**src/rtl/uart_tx_idleq.sv**
```systemverilog
module uart_tx_idleq #(
  parameter int DATA_W     = 8,
  parameter int OVERSAMPLE = 16
) (
  input  logic              clk,
  input  logic              rst_n,
  input  logic              baud_tick,
  input  logic              wr_data,
  input  logic [DATA_W-1:0] wdata,
  input  logic              wbit9,
  input  logic              wr_ctrl,
  input  logic              ctl_en,
  input  logic              ctl_nine,
  input  logic              ctl_inv,
  input  logic              ctl_ie_empty,
  input  logic              ctl_ie_done,
  input  logic              brk_req,
  output logic              txd,
  output logic              buf_empty,
  output logic              tx_done,
  output logic              irq
);

  localparam int FRAME_W = DATA_W + 3;
  localparam int BIT_CW  = $clog2(FRAME_W + 1);
  localparam int TICK_CW = $clog2(OVERSAMPLE);

  logic en_q, nine_q, inv_q, ie_e_q, ie_d_q;
  logic [DATA_W-1:0] buf_q;
  logic buf9_q, buf_full, idle_pend;
  logic active;
  logic [FRAME_W-1:0] sh_q;
  logic [BIT_CW-1:0]  bits_left;
  logic [TICK_CW-1:0] tick_q;
  logic [FRAME_W-1:0] data_frame;

  wire en_rise   = wr_ctrl & ctl_en & ~en_q;
  wire can_load  = ~active & en_q;
  wire load_idle = can_load & idle_pend;
  wire load_data = can_load & ~idle_pend & buf_full;
  wire drop      = ~active & ~en_q;
  wire bit_end   = active & baud_tick & (tick_q == TICK_CW'(OVERSAMPLE - 1));
  wire [BIT_CW-1:0] frame_len = nine_q ? BIT_CW'(FRAME_W) : BIT_CW'(FRAME_W - 1);

  always_comb begin
    data_frame = '1;
    data_frame[0] = 1'b0;
    data_frame[DATA_W:1] = buf_q;
    if (nine_q) data_frame[DATA_W+1] = buf9_q;
  end

  always_ff @(posedge clk or negedge rst_n) begin
    if (!rst_n) begin
      en_q <= 1'b0; nine_q <= 1'b0; inv_q <= 1'b0; ie_e_q <= 1'b0; ie_d_q <= 1'b0;
    end else if (wr_ctrl) begin
      en_q <= ctl_en; nine_q <= ctl_nine; inv_q <= ctl_inv;
      ie_e_q <= ctl_ie_empty; ie_d_q <= ctl_ie_done;
    end
  end

  always_ff @(posedge clk or negedge rst_n) begin
    if (!rst_n) idle_pend <= 1'b0;
    else if (en_rise) idle_pend <= 1'b1;
    else if (drop | load_idle) idle_pend <= 1'b0;
  end

  always_ff @(posedge clk or negedge rst_n) begin
    if (!rst_n) begin
      buf_full <= 1'b0; buf_q <= '0; buf9_q <= 1'b0;
    end else if (wr_data) begin
      buf_full <= 1'b1; buf_q <= wdata; buf9_q <= wbit9;
    end else if (drop | load_data) begin
      buf_full <= 1'b0;
    end
  end

  always_ff @(posedge clk or negedge rst_n) begin
    if (!rst_n) begin
      active <= 1'b0; sh_q <= '1; bits_left <= '0; tick_q <= '0;
    end else if (load_idle | load_data) begin
      active    <= 1'b1;
      sh_q      <= load_idle ? '1 : data_frame;
      bits_left <= frame_len;
      tick_q    <= '0;
    end else if (active & baud_tick) begin
      if (bit_end) begin
        tick_q    <= '0;
        sh_q      <= {1'b1, sh_q[FRAME_W-1:1]};
        bits_left <= bits_left - 1'b1;
        if (bits_left == BIT_CW'(1)) active <= 1'b0;
      end else begin
        tick_q <= tick_q + 1'b1;
      end
    end
  end

  assign txd       = (active ? sh_q[0] : 1'b1) ^ inv_q;
  assign buf_empty = ~buf_full;
  assign tx_done   = ~active & ~buf_full & ~idle_pend & ~brk_req;
  assign irq       = (buf_empty & ie_e_q) | (tx_done & ie_d_q);


  stall_without_tick_chk: assert property (@(posedge clk) disable iff (!rst_n)
    (active && !baud_tick) |=> ($stable(sh_q) && $stable(bits_left)));


  done_implies_empty_chk: assert property (@(posedge clk) disable iff (!rst_n)
    tx_done |-> buf_empty);


  write_clears_done_chk: assert property (@(posedge clk) disable iff (!rst_n)
    wr_data |=> (!tx_done && !buf_empty));


  drop_when_disabled_chk: assert property (@(posedge clk) disable iff (!rst_n)
    (!en_q && !active && !wr_data) |=> buf_empty);


  load_frees_buffer_chk: assert property (@(posedge clk) disable iff (!rst_n)
    (load_data && !wr_data) |=> (buf_empty && active));


  bits_in_range_chk: assert property (@(posedge clk) disable iff (!rst_n)
    active |-> (bits_left != '0 && bits_left <= BIT_CW'(FRAME_W)));

endmodule

```
**config.mk**
```make
export PLATFORM = sky130hd
export DESIGN_NAME = uart_tx_idleq
export DESIGN_NICKNAME = d
export VERILOG_FILES = /design/src/rtl/uart_tx_idleq.sv
export SDC_FILE = /design/constraint.sdc
export NUM_CORES = 1
export LEC_CHECK = 0
export ABC_AREA = 1
export BUFFER_PORTS_ARGS = -buffer_cell sky130_fd_sc_hd__buf_2
export CORE_UTILIZATION = 45
export DETAILED_ROUTE_END_ITERATION = 12
export PLACE_DENSITY = 0.65
export SLEW_MARGIN = 20
export SYNTH_ARGS = -nofsm -noshare
export SYNTH_HDL_FRONTEND = slang
export SYNTH_SLANG_ARGS = --single-unit
```
**constraint.sdc**
```tcl
create_clock -name clk -period 2.2 [get_ports clk]
set_clock_uncertainty 0.15 [all_clocks]
set_input_delay 0 -clock clk [delete_from_list [all_inputs] [get_ports clk]]
set_output_delay 0 -clock clk [all_outputs]
set_load 0.02 [all_outputs]
```
# Yosys cells after proc, flatten, opt, wreduce, memory -nomap -nowiden
# Index checks and enable logic that the tools add are counted.
# Widths: inputs -> output; s select.
[totals]
reg_bits = 36
in_bits = 20
output_inout_bits = 4
[op_classes]
add_sub_neg = 2
eq_ne = 2
muxes = 21
bitwise = 24
n_reduce_logical = 7
[op_table]
columns = ["cell", "count"]
rows = [
  ["$mux 11", 3],
  ["$mux 4", 6],
  ["$and 1x1->1", 14],
  ["$mux 1", 11],
  ["$mux 10", 1],
  ["$reduce_bool 2->1", 5],
  ["$not 1->1", 5],
  ["$add 4x1->4 const B", 1],
  ["$eq 4x1->1 const B", 1],
  ["$eq 4x4->1 const B", 1],
  ["$or 1x1->1", 4],
  ["$sub 4x1->4 const B", 1],
  ["$reduce_and 3->1", 1],
  ["$reduce_and 2->1", 1],
  ["$xor 1x1->1", 1],
]

# Logic depth before layout (Yosys ltp)
# Gate-level depths: netlist of the first run.
[logic_depth]
word_depth = 7
depth_mapped = 7
mapped_depth_nobuf = 7

# Worst setup path before layout of the first run
# No wires, ideal clock.
[synth_path]
path_kind = "reg-to-output"
start = "register buf_full"
end = "output irq"
t_arrival_ns = 1.493
required_ns = 2.050
path_slack_ns = 0.557
stages_incl_launch_ff = 6
n_path_buf = 0
path_cell_list = "dfrtp_1 inv_1 nand2_1 nor3_1 nand2_1 o21ai_0"
[synth_via]
elab_chain_cells = 6
[synth_rtl]
columns = ["element", "line", "source"]
rows = [
  ["start: declaration", "30", "logic buf9_q, buf_full, idle_pend;"],
  ["start signal: assignment", "69", "buf_full <= 1'b0; buf_q <= '0; buf9_q <= 1'b0;"],
  ["start signal: assignment", "71", "buf_full <= 1'b1; buf_q <= wdata; buf9_q <= wbit9;"],
  ["start signal: assignment", "73", "buf_full <= 1'b0;"],
  ["$not 1->1", "98", "assign buf_empty = ~buf_full;"],
  ["named net buf_empty", "19", "output logic buf_empty,"],
  ["$and 1x1->1 (3 in a row)", "99", "assign tx_done = ~active & ~buf_full & ~idle_pend & ~brk_req;"],
  ["named net tx_done", "20", "output logic tx_done,"],
  ["$and 1x1->1", "100", "assign irq = (buf_empty & ie_e_q) | (tx_done & ie_d_q);"],
  ["$or 1x1->1", "100", ""],
  ["end: declaration", "21", "output logic irq"],
]
# The timed path passes the listed nets, and every way through them passes these cells.

==> summary.txt, run 1 <==
Max-cap viol count: 0
Min-Delay Path Class: primary input to async pin
Hold-fix buffers, CTS: 43
DR WL/cell: 12.7 um
Worst R2R Start: active
Leak Pwr: 1.11 nW
Critical Path, Cell by Cell: dlygate4sd3_1, buf_2, nand2_1, dlygate4sd3_1, nand2_1, dlygate4sd3_1
HPWL after DPL: 2300 um
Mapped Nets: 213
GRT Util Overall: 0.228
Peak VDD IR: 0.537 mV
Initial drt markers: 45
Placeable core region: 3420 um^2
CP Data Required Time: 2280 ps
Relative slew slack: 0.481
Crit Path Max Fanout: 10
Pin count of the biggest net entering global routing: 36
DR vias/cell: 4.83
Minimum clock period: 1880 ps
Cell taking the most area after synthesis: dfrtp_1
Antenna Violating Nets Remaining: 0
Post-Synthesis Cells: 190
Fin cells: 303
Pre-CTS setup slack: 577 ps
Clock buffer depth: 2
Startpoint Class: primary input
WHS: 108 ps
Status: complete, no violations
I/O pins: 24
Final WL: 3840 um
1st-pass router iterations: 4
Commonest non-fill, non-tap cell in the layout: nand2_1
CTS root buffer: clkbuf_4
Initial Utilization: 0.479
Post-cts repair resize count: 0
Worst Setup SP: wr_data
Synthesized flop and latch total: 35
Cells after DPL: 252
Async S/R FF share, synth: 1.00
EDFF count, synth: 0
CP arrival: 1950 ps
I/O Buffers: 23
Synth top area share: 0.382
Row cnt: 21
Die Ht: 62.3 um
Clock transition at the registers of the reported paths: 110 ps
Initial antenna violation count: 0
Top cells by area, synth: dfrtp_1, dfstp_2, nand2_1
Kind of critical path: primary input to flop
CTS tree: yes
Routability Congestion: 0.804
CP peak stage delay: 560 ps
Final net count: 279
Tot Pwr: 0.00217 W
FF-to-FF setup slack: 580 ps
Commonest non-fill, non-tap cells in the layout: nand2_1, dlygate4sd3_1, nand3_1
Pwr dens: 957 nW/um^2
Clk sink count: 35
DR DRC count: 0
Worst skew pair latency: 340 ps
CP Capture Type: flop
Max-slew violation count: 0
Global route overflow: 0
Die X: 62.3 um
CTS H-tree lvls: 2
Final worst path period share: 0.852
Tightest Pin Transition: 778 ps
Die area: 3890 um^2
Reg2reg path depth: 7
Avg Inst Size Synth: 8.62 um^2
Cell area after synthesis: 1640 um^2
Num CTS Buffers: 5
Ys flop type: dfrtp_1
Slowest-stage cell, CP: dlygate4sd3_1
Vias: 1463
Worst Slack Setup Final: 325 ps
# diodes: 0
Synth cell types: 24
Setup_tns: 0 ps
Fmax: 533 MHz
Post-CTS Setup Repair Bufs: 0
First-pass GRT wire length: 6810 um
Layout area overhead: 38.6%
Sequential share of the synthesized area: 0.542
Vias in the first global route: 1566
Layout cells sized above 1: 0.191
Final hold vios: 0
RSZ-0062 raised after global routing: no
Setup Viol. Count Final: 0
Synth Warn #: 0
Most common cell on crit path: dlygate4sd3_1
cells by family after synthesis:
logic type,count (synthesis),synth area share
AO/OA/AOI/OAI,24,0.0756
XOR/XNOR,3,0.0160
adder cells (fa/ha/maj),3,0.0229
buffers and inverters,27,0.0703
flip-flops,35,0.542
multiplexers,2,0.0137
AND/OR/NAND/NOR,96,0.259
flip-flops by register name, summed over array words and instances (netlist names), 4 cells and up:
register,flops
bits_left,4
tick_q,4
buf_q,8
sh_q,10
worst max-delay path, delay by kind of cell:
kind | cells | cell delay [ps]
buffers and inverters | 4 | 1830
and+or+nand+nor | 2 | 130
Yosys cell counts (all sizes together) (2+ instances only):
master and instances:
xor2 3, nand2 55, nor2 7, ha 3, mux2 2, buf 6, o21ai 19, dfrtp 25
inv 19, dfstp 10, nor3 2, nand3 31, a21oi 3
layout make-up:
| cell class | instances | area, um^2 |
|---|---|---|
| fillers | 304 | 1150 |
| flip-flops and latches | 35 | 888 |
| multi-input cells | 128 | 634 |
| repair buffers | 66 | 546 |
| inverters | 20 | 75.1 |
| clock buffers | 8 | 68.8 |
| well taps | 46 | 57.6 |
per-stage QoR:
stage,instance area [um^2],util
global route,2270,0.664
global placement,1770,0.518
finish,2270,0.664
CTS,2270,0.664
detailed placement,1770,0.518
floorplan,1640,-
per-layer routing:
metal  wire [um]  track usage  part of all wire  up-vias
li1            -            -                 -      746
met1        1660        0.264              0.43      681
met2        1990        0.411              0.52       31
met3         141       0.0551             0.037        5
met4          53       0.0727             0.014        0
met5           0            0                 0        -
final timing paths:
| check | endpoint |
|---|---|
| worst min-delay path | en_q |
| worst max-delay path | buf_q[1] |
| min in group clk | tx_done |
| worst min register to register | buf_full |
| max in group asynchronous | buf_q[3] |
| worst max register to register | bits_left[0] |
report_power, final:
part	switching, W	total [W]	internal, W
combinational	0.000406	0.000715	0.000309
clock	0.000218	0.000406	0.000188
sequential	0.000138	0.00105	0.000913
total	0.000762	0.00217	0.00141
Note: power is estimated with default switching activity, not from simulation.
==> run 2: changes to the inputs <==
--- a/config.mk
+++ b/config.mk
@@ -10,6 +10,7 @@
 export CORE_UTILIZATION = 45
 export DETAILED_ROUTE_END_ITERATION = 12
 export PLACE_DENSITY = 0.65
+export RECOVER_POWER = 100
 export SLEW_MARGIN = 20
 export SYNTH_ARGS = -nofsm -noshare
 export SYNTH_HDL_FRONTEND = slang
==> summary.txt, run 2 (same netlist as run 1, synthesis figures left out) <==
Status: complete, no violations
HPWL after DPL: 2300 um (unchanged)
Startpoint Class: primary input
Clk sink count: 35 (unchanged)
Num CTS Buffers: 5 (unchanged)
Initial antenna violation count: 0 (unchanged)
CP arrival: 1950 ps (about the same)
Largest register by flop count: sh_q
1st-pass router iterations: 4 (unchanged)
Util after Layout: 0.662 (-0.00293)
Fmax: 534 MHz (+0.14%)
I/O pins: 24 (unchanged)
Relative slew slack: 0.428 (-0.0535)
Worst skew pair latency: 340 ps (about the same)
Tightest Pin Transition: 859 ps (+80.2 ps)
Commonest non-fill, non-tap cell in the layout: nand2_1
Vias: 1464 (+0.068%)
Initial drt markers: 46 (+2.2%)
CP Capture Type: flop
Kind of critical path: primary input to flop
Setup_tns: 0 ps (unchanged)
Pin count of the biggest net entering global routing: 36 (unchanged)
DR DRC count: 0 (unchanged)
Clock buffer depth: 2 (unchanged)
Final hold vios: 0 (unchanged)
Final WL: 3850 um (about the same)
Final worst path period share: 0.851 (-0.00116)
CP Data Required Time: 2280 ps (about the same)
Layout area overhead: 38.0%
Peak VDD IR: 0.536 mV (-0.31%)
Pwr dens: 956 nW/um^2 (-0.11%)
GRT Util Overall: 0.228 (unchanged)
# diodes: 0 (unchanged)
Clock transition at the registers of the reported paths: 110 ps (about the same)
Final net count: 279 (unchanged)
I/O Buffers: 23 (unchanged)
# fillers: 308 (+1.3%)
Max-slew violation count: 0 (unchanged)
Leak Pwr: 1.10 nW (-1.2%)
First-pass GRT wire length: 6810 um (unchanged)
Largest regs: sh_q x10, buf_q x8
Crit Path Max Fanout: 10 (unchanged)
Global route overflow: 0 (unchanged)
Minimum clock period: 1870 ps (-2.56 ps)
Placeable core region: 3420 um^2 (unchanged)
Die area: 3890 um^2 (unchanged)
RSZ-0062 raised after global routing: no
DR WL/cell: 12.7 um (about the same)
Tot Pwr: 0.00216 W (-0.55%)
Commonest non-fill, non-tap cells in the layout: nand2_1, dlygate4sd3_1, nand3_1
WHS: 135 ps (+27.0 ps)
Vias in the first global route: 1566 (unchanged)
CTS H-tree lvls: 2 (unchanged)
Layout cells sized above 1: 0.167 (-0.0233)
Routability Congestion: 0.804 (unchanged)
Die X: 62.3 um (unchanged)
Largest register FFs: 10 (unchanged)
CTS tree: yes
Initial Utilization: 0.479 (unchanged)
Die Ht: 62.3 um (unchanged)
CTS root buffer: clkbuf_4
Antenna Violating Nets Remaining: 0 (unchanged)
Setup Viol. Count Final: 0 (unchanged)
Min-Delay Path Class: primary input to async pin
Max-cap viol count: 0 (unchanged)
DR vias/cell: 4.83 (about the same)
Row cnt: 21 (unchanged)
[run 2: cell types whose count changed in the layout (fill, tap and decap cells not counted), sizes merged]
| cell | change |
|---|---|
| buf | -5 |
| clkbuf | +5 |
[run 2: per-layer routing]
layer	GRT usage	routed length, um	up-vias	part of all wire
met1	0.264	1650	686	0.43
met3	0.0551	124	5	0.032
met5	0	0	-	0
li1	-	-	747	-
met2	0.411	2020	26	0.52
met4	0.0727	53	0	0.014
[run 2: timing repair]
action,4_1_cts,5_1_grt
buffers inserted,0,0
hold endpoints to repair,46,0
hold buffers,43,0
gates resized for setup,0,0
[run 2: path summary, 6_finish.rpt]
check | to | cells past startpoint | slack (ps) | start
setup / recovery | buf_q[1] | 6 | 330 | wr_data
hold / removal | en_q | 2 | 130 | rst_n
setup reg to reg | bits_left[0] | 7 | 400 | active
hold reg to reg | buf_full | 2 | 360 | buf_full
max in group asynchronous | buf_q[3] | 2 | 1230 | rst_n
min in group clk | tx_done | 3 | 160 | brk_req
[run 2: area by class of cell]
class	instances	area (um^2)	share of cell area
repair buffers	66	541	0.239
well taps	46	57.6	0.0255
flip-flops and latches	35	888	0.393
multi-input cells	128	629	0.279
inverters	20	75.1	0.0332
clock buffers	8	68.8	0.0305
[run 2: metrics by stage]
stage	setup slack (ps)	instances	cell area [um^2]
detailed placement	577	252	1770
finish	327	303	2260
global placement	654	252	1770
floorplan	557	190	1640
CTS	386	303	2270
global route	165	303	2260
[run 2: critical path: stages]
cell and delay (ps):
dlygate4sd3_1 540, buf_2 180, nand2_1 70, dlygate4sd3_1 550
nand2_1 60, dlygate4sd3_1 560
[run 2: power by group]
part / internal [W] / switching (W)
clock network: 0.000188 / 0.000218
logic: 0.000300 / 0.000401
registers: 0.000913 / 0.000139
